[config.mk]
export PLATFORM = sky130hd
export DESIGN_NAME = gate_timer
export DESIGN_NICKNAME = d
export VERILOG_FILES = /design/src/rtl/gt_pkg.sv /design/src/rtl/gt_tick_div.sv /design/src/rtl/gt_fall_det.sv /design/src/rtl/gt_count.sv /design/src/rtl/gt_flag.sv /design/src/rtl/gate_timer.sv
export SDC_FILE = /design/constraint.sdc
export NUM_CORES = 1
export LEC_CHECK = 0
export ABC_AREA = 1
export CELL_PAD_IN_SITES_DETAIL_PLACEMENT = 1
export CELL_PAD_IN_SITES_GLOBAL_PLACEMENT = 2
export CORE_ASPECT_RATIO = 0.6
export CORE_MARGIN = 2
export CORE_UTILIZATION = 31
export DETAILED_ROUTE_END_ITERATION = 10
export GPL_TIMING_DRIVEN = 0
export PLACE_DENSITY_LB_ADDON = 0.3
export SYNTH_ARGS = -nofsm -noshare
export SYNTH_HDL_FRONTEND = slang
export SYNTH_SLANG_ARGS = --single-unit
[constraint.sdc]
create_clock -name clk -period 3 [get_ports clk]
set_input_delay 0.6 -clock clk [delete_from_list [all_inputs] [get_ports clk]]
set_output_delay 0.6 -clock clk [all_outputs]
set_load 0.02 [all_outputs]
[src/rtl/gt_pkg.sv]
package gt_pkg;
  // control register layout, bit 0 first from the bottom
  typedef struct packed {
    logic irq_en;   // bit 3
    logic gate_en;  // bit 2
    logic ext_mode; // bit 1
    logic run;      // bit 0
  } gt_ctrl_t;

  localparam int CTRL_W = $bits(gt_ctrl_t);
  localparam int BYTE_W = 8;
endpackage

[src/rtl/gt_tick_div.sv]
module gt_tick_div #(
  parameter int DIV = 2
) (
  input  logic clk,
  input  logic rst_n,
  output logic tick
);
  localparam int PW = (DIV > 1) ? $clog2(DIV) : 1;

  logic [PW-1:0] ph_q;
  logic [PW-1:0] ph_d;

  always_comb begin
    tick = (ph_q == PW'(DIV - 1));
    ph_d = tick ? '0 : ph_q + PW'(1);
  end

  always_ff @(posedge clk or negedge rst_n) begin
    if (!rst_n) ph_q <= '0;
    else        ph_q <= ph_d;
  end
endmodule

[src/rtl/gt_fall_det.sv]
module gt_fall_det #(
  parameter int STAGES = 2
) (
  input  logic clk,
  input  logic rst_n,
  input  logic pin,
  output logic fall
);
  // [STAGES-1:0] synchroniser, [STAGES] previous synchronised sample
  logic [STAGES:0] sh_q;
  logic [STAGES:0] sh_d;

  always_comb begin
    sh_d = {sh_q[STAGES-1:0], pin};
    fall = sh_q[STAGES] & ~sh_q[STAGES-1];
  end

  always_ff @(posedge clk or negedge rst_n) begin
    if (!rst_n) sh_q <= '0;
    else        sh_q <= sh_d;
  end
endmodule

[src/rtl/gt_count.sv]
module gt_count #(
  parameter int NB = 2
) (
  input  logic            clk,
  input  logic            rst_n,
  input  logic            adv,
  input  logic [NB-1:0]   lane_wr,
  input  logic [7:0]      wr_byte,
  output logic [NB*8-1:0] cnt,
  output logic            wrap
);
  localparam int W = NB * 8;

  logic [W-1:0] cnt_q;
  logic [W-1:0] cnt_d;
  logic [W-1:0] sum;
  logic         carry;
  logic         inc;

  always_comb begin
    inc          = adv & ~(|lane_wr);
    {carry, sum} = {1'b0, cnt_q} + {{W{1'b0}}, 1'b1};
    wrap         = inc & carry;
  end

  for (genvar i = 0; i < NB; i++) begin : g_lane
    always_comb begin
      if (lane_wr[i])  cnt_d[i*8 +: 8] = wr_byte;
      else if (inc)    cnt_d[i*8 +: 8] = sum[i*8 +: 8];
      else             cnt_d[i*8 +: 8] = cnt_q[i*8 +: 8];
    end

    always_ff @(posedge clk or negedge rst_n) begin
      if (!rst_n) cnt_q[i*8 +: 8] <= '0;
      else        cnt_q[i*8 +: 8] <= cnt_d[i*8 +: 8];
    end
  end

  assign cnt = cnt_q;
endmodule

[src/rtl/gt_flag.sv]
module gt_flag (
  input  logic clk,
  input  logic rst_n,
  input  logic hw_set,
  input  logic sw_wr,
  input  logic sw_val,
  input  logic ack,
  output logic flag
);
  logic flag_q;
  logic flag_d;

  always_comb begin
    if (hw_set)     flag_d = 1'b1;
    else if (sw_wr) flag_d = sw_val;
    else if (ack)   flag_d = 1'b0;
    else            flag_d = flag_q;
  end

  always_ff @(posedge clk or negedge rst_n) begin
    if (!rst_n) flag_q <= 1'b0;
    else        flag_q <= flag_d;
  end

  assign flag = flag_q;
endmodule

[src/rtl/gate_timer.sv]
module gate_timer
  import gt_pkg::*;
#(
  parameter int CNT_BYTES   = 2,
  parameter int TICK_DIV    = 2,
  parameter int SYNC_STAGES = 2
) (
  input  logic                            clk,
  input  logic                            rst_n,
  input  logic                            wr_en,
  input  logic [$clog2(CNT_BYTES+2)-1:0]  wr_sel,
  input  logic [7:0]                      wr_data,
  input  logic [$clog2(CNT_BYTES+2)-1:0]  rd_sel,
  output logic [7:0]                      rd_data,
  input  logic                            cnt_pin,
  input  logic                            gate_pin,
  input  logic                            irq_ack,
  output logic                            irq_req
);
  localparam int ADDR_W = $clog2(CNT_BYTES + 2);
  localparam int CNT_W  = CNT_BYTES * BYTE_W;
  localparam logic [ADDR_W-1:0] CTRL_SEL = ADDR_W'(CNT_BYTES);
  localparam logic [ADDR_W-1:0] FLAG_SEL = ADDR_W'(CNT_BYTES + 1);

  gt_ctrl_t             ctrl_q;
  gt_ctrl_t             ctrl_d;
  logic                 tick_w;
  logic                 fall_w;
  logic                 adv_w;
  logic                 wrap_w;
  logic                 flag_w;
  logic                 flag_wr;
  logic [CNT_BYTES-1:0] lane_wr;
  logic                 cnt_wr_any;
  logic [CNT_W-1:0]     cnt_w;

  gt_tick_div #(.DIV(TICK_DIV)) u_div (
    .clk(clk), .rst_n(rst_n), .tick(tick_w)
  );

  gt_fall_det #(.STAGES(SYNC_STAGES)) u_fall (
    .clk(clk), .rst_n(rst_n), .pin(cnt_pin), .fall(fall_w)
  );

  for (genvar i = 0; i < CNT_BYTES; i++) begin : g_wsel
    assign lane_wr[i] = wr_en && (wr_sel == ADDR_W'(i));
  end

  always_comb begin
    cnt_wr_any = |lane_wr;
    flag_wr    = wr_en && (wr_sel == FLAG_SEL);
    ctrl_d     = (wr_en && (wr_sel == CTRL_SEL)) ? gt_ctrl_t'(wr_data[CTRL_W-1:0]) : ctrl_q;
    adv_w      = ctrl_q.run
               & (~ctrl_q.gate_en | gate_pin)
               & (ctrl_q.ext_mode ? fall_w : tick_w);
  end

  always_ff @(posedge clk or negedge rst_n) begin
    if (!rst_n) ctrl_q <= '0;
    else        ctrl_q <= ctrl_d;
  end

  gt_count #(.NB(CNT_BYTES)) u_cnt (
    .clk(clk), .rst_n(rst_n), .adv(adv_w), .lane_wr(lane_wr),
    .wr_byte(wr_data), .cnt(cnt_w), .wrap(wrap_w)
  );

  gt_flag u_flag (
    .clk(clk), .rst_n(rst_n), .hw_set(wrap_w), .sw_wr(flag_wr),
    .sw_val(wr_data[0]), .ack(irq_ack), .flag(flag_w)
  );

  assign irq_req = flag_w & ctrl_q.irq_en;

  always_comb begin
    rd_data = '0;
    for (int i = 0; i < CNT_BYTES; i++) begin
      if (rd_sel == ADDR_W'(i)) rd_data = cnt_w[i*8 +: 8];
    end
    if (rd_sel == CTRL_SEL) rd_data = {{(8-CTRL_W){1'b0}}, ctrl_q};
    if (rd_sel == FLAG_SEL) rd_data = {7'b0, flag_w};
  end
endmodule

---- Yosys cells after proc, flatten, opt, wreduce, memory -nomap -nowiden ----
Index checks and enable logic that the tools add are counted.
operators by class
  add/sub/neg operators ................... 2
  equality and inequality tests ........... 6
  multiplexer cells ....................... 13
  bitwise operators ....................... 10
  reduce and logical (&&, ||, !) cells .... 10
operators with widths
  operator                                        number
  two-way mux 8 bit                               8
  adder 16 x 1 -> 17 bit (second input constant)  1
  == test 2 bit (second input constant)           4
  AND 1 bit                                       6
  two-way mux 1 bit                               5
  == test 2 x 1 -> 1 bit (second input constant)  2
  logical AND 1 bit                               4
  zero test 2 bit                                 2
  nonzero test 2 bit                              2
  NOT 1 bit                                       3
  nonzero test 3 bit                              1
  OR reduction 2 bit                              1
  adder 1 bit (second input constant)             1
  OR 1 bit                                        1
word-level totals
  register bits after elaboration ......... 25
  input bits .............................. 18
  word-level logic and storage cells ...... 50

---- Longest topological paths before layout ----
Gate-level depths: netlist (run 1).
  word-level depth ........................ 7
  mapped depth ............................ 9
  mapped depth without buffers ............ 9

---- Cells and area by module ----
Synthesis (run 1) repeated with hierarchy kept, for this count alone.
second synthesis, totals
  cell total of the unflattened synthesis .. 236
  area total of the unflattened synthesis .. 1735.4 um2
by module, submodules not included
  module       times used  cells an instance  area an instance (um2)  sequential area each (um2)
  gt_count     1           158                1188.6                  400.4
  gate_timer   1           65                 386.6                   100.1
  gt_fall_det  1           5                  85.1                    75.1
  gt_flag      1           6                  46.3                    25.0
  gt_tick_div  1           2                  28.8                    25.0

---- Worst setup path after synthesis (run 1) ----
No wires, ideal clock.
  path type ............................... input to output
  start ................................... input port rd_sel[1]
  end ..................................... output port rd_data[5]
  arrival time ............................ 1.280 ns
  required time ........................... 2.400 ns
  setup slack ............................. 1.120 ns
  stages .................................. 3
  cell sequence ........................... inv_1 -> nand2_1 -> o21ai_0
on the way
  longest elaborated chain between the ends .. 5
  elaborated cells between the ends (all ways) .. 8
RTL lines
  item                             line              text
  start: declaration               gate_timer.sv:13  input logic [$clog2(CNT_BYTES+2)-1:0] rd_sel,
  zero test 2 bit                  gate_timer.sv:78  if (rd_sel == ADDR_W'(i)) rd_data = cnt_w[i*8 +: 8];
  two-way mux 8 bit (2 in series)  gate_timer.sv:78
  two-way mux 8 bit                gate_timer.sv:80  if (rd_sel == CTRL_SEL) rd_data = {{(8-CTRL_W){1'b0}}, ctrl_q};
  two-way mux 8 bit *              gate_timer.sv:81  if (rd_sel == FLAG_SEL) rd_data = {7'b0, flag_w};
  end: declaration                 gate_timer.sv:14  output logic [7:0] rd_data,
Every way passes the cells marked *; elsewhere a longest branch is shown, timed or not.

---- Final worst setup path (run 1) ----
  start ................................... input port rd_sel[0]
  end ..................................... output port rd_data[2]
The elaborated chain is that of the path after synthesis.

==> results of run 1 <==
[kinds of logic (layout without fill, tap and decap cells)]
family / Yosys count / count (layout) / synth area share
buf+inv: 35 / 65 / 0.0840
flops: 25 / 25 / 0.378
compound gates: 15 / 15 / 0.0545
simple gates: 166 / 166 / 0.452
mux: 2 / 2 / 0.0136
fa+ha+maj: 1 / 1 / 0.00756
xor+xnor: 2 / 2 / 0.0106
[flip-flops by register name (all words and copies together) (netlist names)]
signal       count
u_fall.sh_q      3
u_div.tick       1
u_flag.flag      1
ctrl_q           4
u_cnt.cnt       16
[report_power, final]
group,internal (mW),switching (mW)
logic,0.207,0.319
clock network,0.0980,0.130
registers,0.438,0.154
[stage by stage]
step / util / total power, mW
2_1_floorplan: - / 0.899
3_3_place_gp: 0.391 / 1.11
3_5_place_dp: 0.391 / 1.13
4_1_cts: 0.401 / 1.36
5_1_grt: 0.405 / 1.46
6_report: 0.405 / 1.35
[what timing repair did]
item / 4_1_cts / 5_1_grt
setup buffers: 0 / 0
setup endpoints to repair: 0 / 8
hold buffers: 0 / 0
resized for setup: 0 / 8
[layout by cell type (no fill, tap or decap), types with 3 or more instances in the layout]
cell type and instances:
nand2_1 94, nand3_1 39, inv_1 31, dfrtp_1 25, clkdlybuf4s50_1 18, nor2_1 13
dlymetal6s2s_1 8, nor2_2 5, nand4_1 5, o21ai_0 4, nand2_2 4, inv_2 3
a21oi_1 3, clkbuf_8 3
[worst max-delay path by stage]
stage,start,endpoint,slack [ns],depth (start not counted)
final,rd_sel[0],rd_data[2],0.41,7
after global routing,rd_sel[1],rd_data[2],0.27,7
after CTS,rd_sel[0],rd_data[2],0.05,7
after detailed placement,rd_sel[1],rd_data[3],0.05,5
after global placement,rd_sel[1],rd_data[3],0.07,5
after floorplan,rd_sel[1],rd_data[5],1.12,3
[layer usage]
layer / up-vias / GRT usage
li1: 854 / -
met1: 817 / 0.307
met2: 26 / 0.318
met3: 5 / 0.0369
met4: 0 / 0.0528
met5: - / 0
[layout make-up]
type,instances,area share
sequential,25,0.303
clock inverter,1,0.00424
multi-input combinational,186,0.430
buffer,1,0.00545
inverter,34,0.0617
tap,66,0.0400
clock buffer,3,0.0200
timing repair buffer,26,0.136
[worst max-delay path, delay by kind of cell]
family,cells,cell delay (ns)
compound gates,1,0.11
simple gates,2,0.23
buf+inv,4,1.05
==> impl_results.md, run 1 <==
- Status: complete, no violations
- Slew Limit Headroom: 0.165
- Crit share post-route: 0.865
- Placed cell area: 2000 µm²
- Via/cell ratio: around 5
- Die Y: 60.6 µm
- FMAX: 0.385 GHz
- H-tree depth: 1
- Via count: 1702
- Syn-to-layout area delta: 25.0%
- HPWL Detailed: approximately 4300 µm
- Clock Sinks: 25
- CTS tree: done
- Final Wtd Congestion: a little over 0.8
- Post-synthesis sequential area ratio: 0.378
- Synth cell types: 26
- Slew Viols, Final: 0
- Clk_lat worst skew: between 0.2 and 0.3 ns
- Met3 WL: 284 µm
- Met1 WL: 2940 µm
- TritonCTS buffer count: 3
- Worst Path Max Fanout: 5
- Hold depth: 0
- Antenna Nets Post-Route: 0
- Worst reg2reg path depth: 8
- I/O pin count: 27
- RR Startpoint: u_cnt.cnt[0]
- Die area: 5960 µm²
- Total wire length: approximately 5500 µm
- Filler instances: 671
- Startpoint Class: input port
- First-pass GRT wire length: 9200 µm
- Critical Path RT: 2.40 ns
- Post-synth top area share: 0.378
- Pwr Density: 651 nW/µm²
- Synth Instances: 246
- R2R Setup Slk: 1.40 ns
- Root Driver: clkbuf_8
- Worst Skew: between 0.008 and 0.009 ns
- Initial antenna violation count: 0
- DR DRC count: 0
- Largest area contributor in the netlist: dfrtp_1
- Mapped Area: roughly 1700 µm²
- Worst Setup End Kind: output port
- Avg Cell Area, Syn: 6.72 µm²
- GRT Residual Overflow: 0
- Footprint of the multi-input gates: 890 µm²
- CTS Buffer Depth: 2
- Final instance area: 2070 µm²
- Setup TNS: 0 ns
- WHS Endpoint: u_fall.sh_q[1]
- WS Path Type: in -> out
- Peak supply drop: 0.262 mV
- Initial core utilization: 0.324
- Met2 WL: 2260 µm
- Post-synth top cells: 94 x nand2_1, 39 x nand3_1, 31 x inv_1, 25 x dfrtp_1, 13 x nor2_1
- CP peak stage delay: 0.45 ns
- Vias in the first global route: 1759
- Die width: 98.3 µm
- Top post-synthesis cells by area: dfrtp_1 38%, nand2_1 21%, nand3_1 12%
- PortBufs: 26
- Min-delay src: u_fall.sh_q[0]
- # placed instances: 338
- Pre-CTS WS: 0.0525 ns
- Cells along the critical path: clkdlybuf4s50_1, inv_1, nand2_1, inv_1, nand2_1, o211ai_1, dlymetal6s2s_1
- Final Hold Fails: 0
- Max layer used: met4
- Leakage dissipation: 1.11 nW
- All-Layer GR Usage: 0.207
- Largest net degree at the start of global routing: 26
- Share of layout cells above drive strength 1: 0.0870
- Setup ws final: 0.405 ns
- Final Non-Filler Cells: 342
- RSZ-0062 raised after global routing: false
- # Max-Cap Violations: 0
- Nets@finish: 296
- Final setup fails: 0
- YS warnings: 0
- #FFs+latches synth: 25
- Antenna cells: 0
- Most frequent cell after synthesis: nand2_1
- Crit-path slowest cell: clkdlybuf4s50_1
- Final Critical Period: 2.59 ns
- Post-synth ARST share: 1.00
- Actual slew at the worst max-slew pin: ~1.2 ns
- Reg-to-Reg End: u_cnt.cnt[14]
- Core area: 5100 µm²
- Hold crit path type: reg -> reg
- Num rows: 20
- Initial drt markers: 61
- Predominant post-synthesis flop cell: dfrtp_1
- Crit path DAT: 1.99 ns
- Clock-pin slew on the worst setup and hold paths: 0.10 ns
- Net Count, Synth: between 200 and 300
- Number of synthesized flops with an enable pin: 0
- Routed wire per std cell: 16.2 µm
- Detailed Routing Iterations Pass 1: 4
- Hold slack: approximately 0.37 ns
- Sequential cell area: 626 µm²
(Power assumes the default switching activity.)
==> run 2: changes to the inputs <==
--- a/config.mk
+++ b/config.mk
@@ -9,11 +9,12 @@
 export CELL_PAD_IN_SITES_DETAIL_PLACEMENT = 1
 export CELL_PAD_IN_SITES_GLOBAL_PLACEMENT = 2
 export CORE_ASPECT_RATIO = 0.6
-export CORE_MARGIN = 2
+export CORE_MARGIN = 8
 export CORE_UTILIZATION = 31
 export DETAILED_ROUTE_END_ITERATION = 10
 export GPL_TIMING_DRIVEN = 0
 export PLACE_DENSITY_LB_ADDON = 0.3
+export RECOVER_POWER = 25
 export SYNTH_ARGS = -nofsm -noshare
 export SYNTH_HDL_FRONTEND = slang
 export SYNTH_SLANG_ARGS = --single-unit
==> run 2 against run 1 <==
Effect of this change: clock-buffer cell count is the same; non-clock buffer count unchanged; clock skew is 0.0017 ns higher; via count decreased by 0.47%; maximum frequency shrank 4.7%; first-iteration DRC count is 67% higher; critical path type unchanged.
==> impl_results.md, run 2 (synthesis results as in run 1) <==
- Status: complete, no violations
- Hold crit path type: reg -> reg
- Final setup fails: 0 (unchanged)
- Slew Viols, Final: 0 (unchanged)
- Crit path max-delay family: buffers and inverters
- TritonCTS buffer count: 3 (unchanged)
- Antenna cells: 0 (unchanged)
- DR DRC count: 0 (unchanged)
- Die width: 110 µm (+12%)
- I/O pin count: 27 (unchanged)
- Largest net degree at the start of global routing: 26 (unchanged)
- Sequential cell area: 626 µm² (unchanged)
- FMAX: 0.367 GHz (-4.7%)
- RR Startpoint: u_cnt.cnt[0]
- Die area: 8010 µm² (+34%)
- Most frequent cells in the layout: 94 x nand2_1, 39 x nand3_1, 31 x inv_1, 25 x dfrtp_1, 16 x clkdlybuf4s50_1
- Vias in the first global route: 1724 (-2.0%)
- Initial drt markers: 102 (+67%)
- Core area: 5100 µm² (unchanged)
- WHS Endpoint: u_fall.sh_q[1]
- Initial core utilization: 0.324 (unchanged)
- Buf/Inv on CP: 3 (-1)
- Nets@finish: 296 (unchanged)
- Post-CTS Setup Inserts: 0 (unchanged)
- Initial antenna violation count: 0 (unchanged)
- Footprint of the multi-input gates: 890 µm² (unchanged)
- Min-delay src: u_fall.sh_q[0]
- CP peak stage delay: 0.52 ns (+0.07 ns)
- Actual slew at the worst max-slew pin: 1.48 ns (+0.236 ns)
- Via/cell ratio: 4.95 (-0.47%)
- Hold slack: 0.359 ns (-0.00705 ns)
- Peak supply drop: 0.347 mV (+33%)
- Cells along the critical path: clkdlybuf4s50_1, inv_1, nand2_1, o221ai_1, dlygate4sd2_1
- Crit path DAT: 2.12 ns (+0.13 ns)
- Leakage dissipation: 1.10 nW (-1.2%)
- Die Y: 72.6 µm (+20%)
- Crit share post-route: 0.907 (+0.0422)
- # Max-Cap Violations: 0 (unchanged)
- Syn-to-layout area delta: 24.4%
- Setup TNS: 0 ns (unchanged)
- Critical Path RT: 2.40 ns (about the same)
- First-pass GRT wire length: 9290 µm (+0.90%)
- Final Hold Fails: 0 (unchanged)
- CTS Buffer Depth: 2 (unchanged)
- Num rows: 20 (unchanged)
- CTS tree: done
- Worst Setup End Kind: output port
- Share of layout cells above drive strength 1: 0.0870 (unchanged)
- Hold depth: 0 (unchanged)
- Pwr Density: 652 nW/µm² (+0.17%)
- Clock Sinks: 25 (unchanged)
- Detailed Routing Iterations Pass 1: 4 (unchanged)
- Via count: 1694 (-0.47%)
- All-Layer GR Usage: 0.151 (-0.0560)
- Crit-path slowest cell: clkdlybuf4s50_1
- R2R Setup Slk: 1.44 ns (+0.04 ns)
- HPWL Detailed: 4470 µm (+3.7%)
- Root Driver: clkbuf_8
- WS Path Type: in -> out
- Clk_lat worst skew: 0.29 ns (about the same)
- Filler instances: 678 (+1.0%)
- PortBufs: 26 (unchanged)
- Total wire length: 5600 µm (+1.1%)
- Clock-pin slew on the worst setup and hold paths: 0.11 ns (about the same)
- Worst reg2reg path depth: 8 (unchanged)
- H-tree depth: 1 (unchanged)
- Final Wtd Congestion: 0.794 (-3.8%)
- Slew Limit Headroom: 0.0109 (-0.155)
- Antenna Nets Post-Route: 0 (unchanged)
- Reg-to-Reg End: u_cnt.cnt[14]
- Worst Path Max Fanout: 8 (+3)
- GRT Residual Overflow: 0 (unchanged)
- Worst Skew: 0.00975 ns (+0.00171 ns)
- Max reg flops: 16 (unchanged)
- Leading cell type in the layout, fill and taps excluded: nand2_1
- RSZ-0062 raised after global routing: false
- Routed wire per std cell: 16.4 µm (+1.1%)
- Final Critical Period: 2.72 ns (+0.127 ns)
- Startpoint Class: input port
==> run 2: metal layers <==
metal | part of all wire | GRT usage
met4 | 0.0061 | 0.0264
met5 | 0 | 0
met3 | 0.046 | 0.0335
met1 | 0.53 | 0.223
met2 | 0.42 | 0.218
==> run 2: worst max path at each step <==
| stage | cells after the start | end | startpoint | slack (ns) |
|---|---|---|---|---|
| 2_1_floorplan | 3 | rd_data[5] | rd_sel[1] | 1.12 |
| 3_3_place_gp | 5 | rd_data[3] | rd_sel[1] | 0.03 |
| 3_5_place_dp | 5 | rd_data[3] | rd_sel[1] | -0.007 |
| 4_1_cts | 7 | rd_data[2] | rd_sel[1] | 0.005 |
| 5_1_grt | 5 | rd_data[3] | rd_sel[1] | 0.24 |
| 6_report | 5 | rd_data[3] | rd_sel[1] | 0.28 |
==> run 2: repair_timing <==
item / 4_1_cts / 5_1_grt
resized for setup: 1 / 7
endpoints found under the setup margin: 1 / 7
hold buffers: 0 / 0
gates cloned: 0 / 0
==> run 2: area by class of cell <==
cell class                      count  area share
Buffer                              1     0.00547
Clock buffer                        3      0.0201
Clock inverter                      1     0.00426
Inverter                           34      0.0620
Multi-Input combinational cell    186       0.432
Sequential cell                    25       0.304
Tap cell                           66      0.0401
Timing Repair Buffer               26       0.131
==> run 2: through the flow <==
step	utilization	cell area, µm²	instances	setup WS [ns]	power [mW]
final	0.403	2060	342	0.279	1.34
after global routing	0.403	2060	342	0.244	1.45
after CTS	0.401	2050	342	0.00485	1.36
after detailed placement	0.391	2000	338	-0.00683	1.13
after global placement	0.391	2000	338	0.0274	1.11
after floorplan	-	1650	246	1.12	0.899
==> run 2: where the power goes <==
group	leakage (nW)	total, mW	internal (mW)	switching (mW)
logic	0.767	0.520	0.204	0.316
registers	0.303	0.590	0.438	0.152
clock network	0.0261	0.231	0.0980	0.133
total	1.10	1.34	0.740	0.600
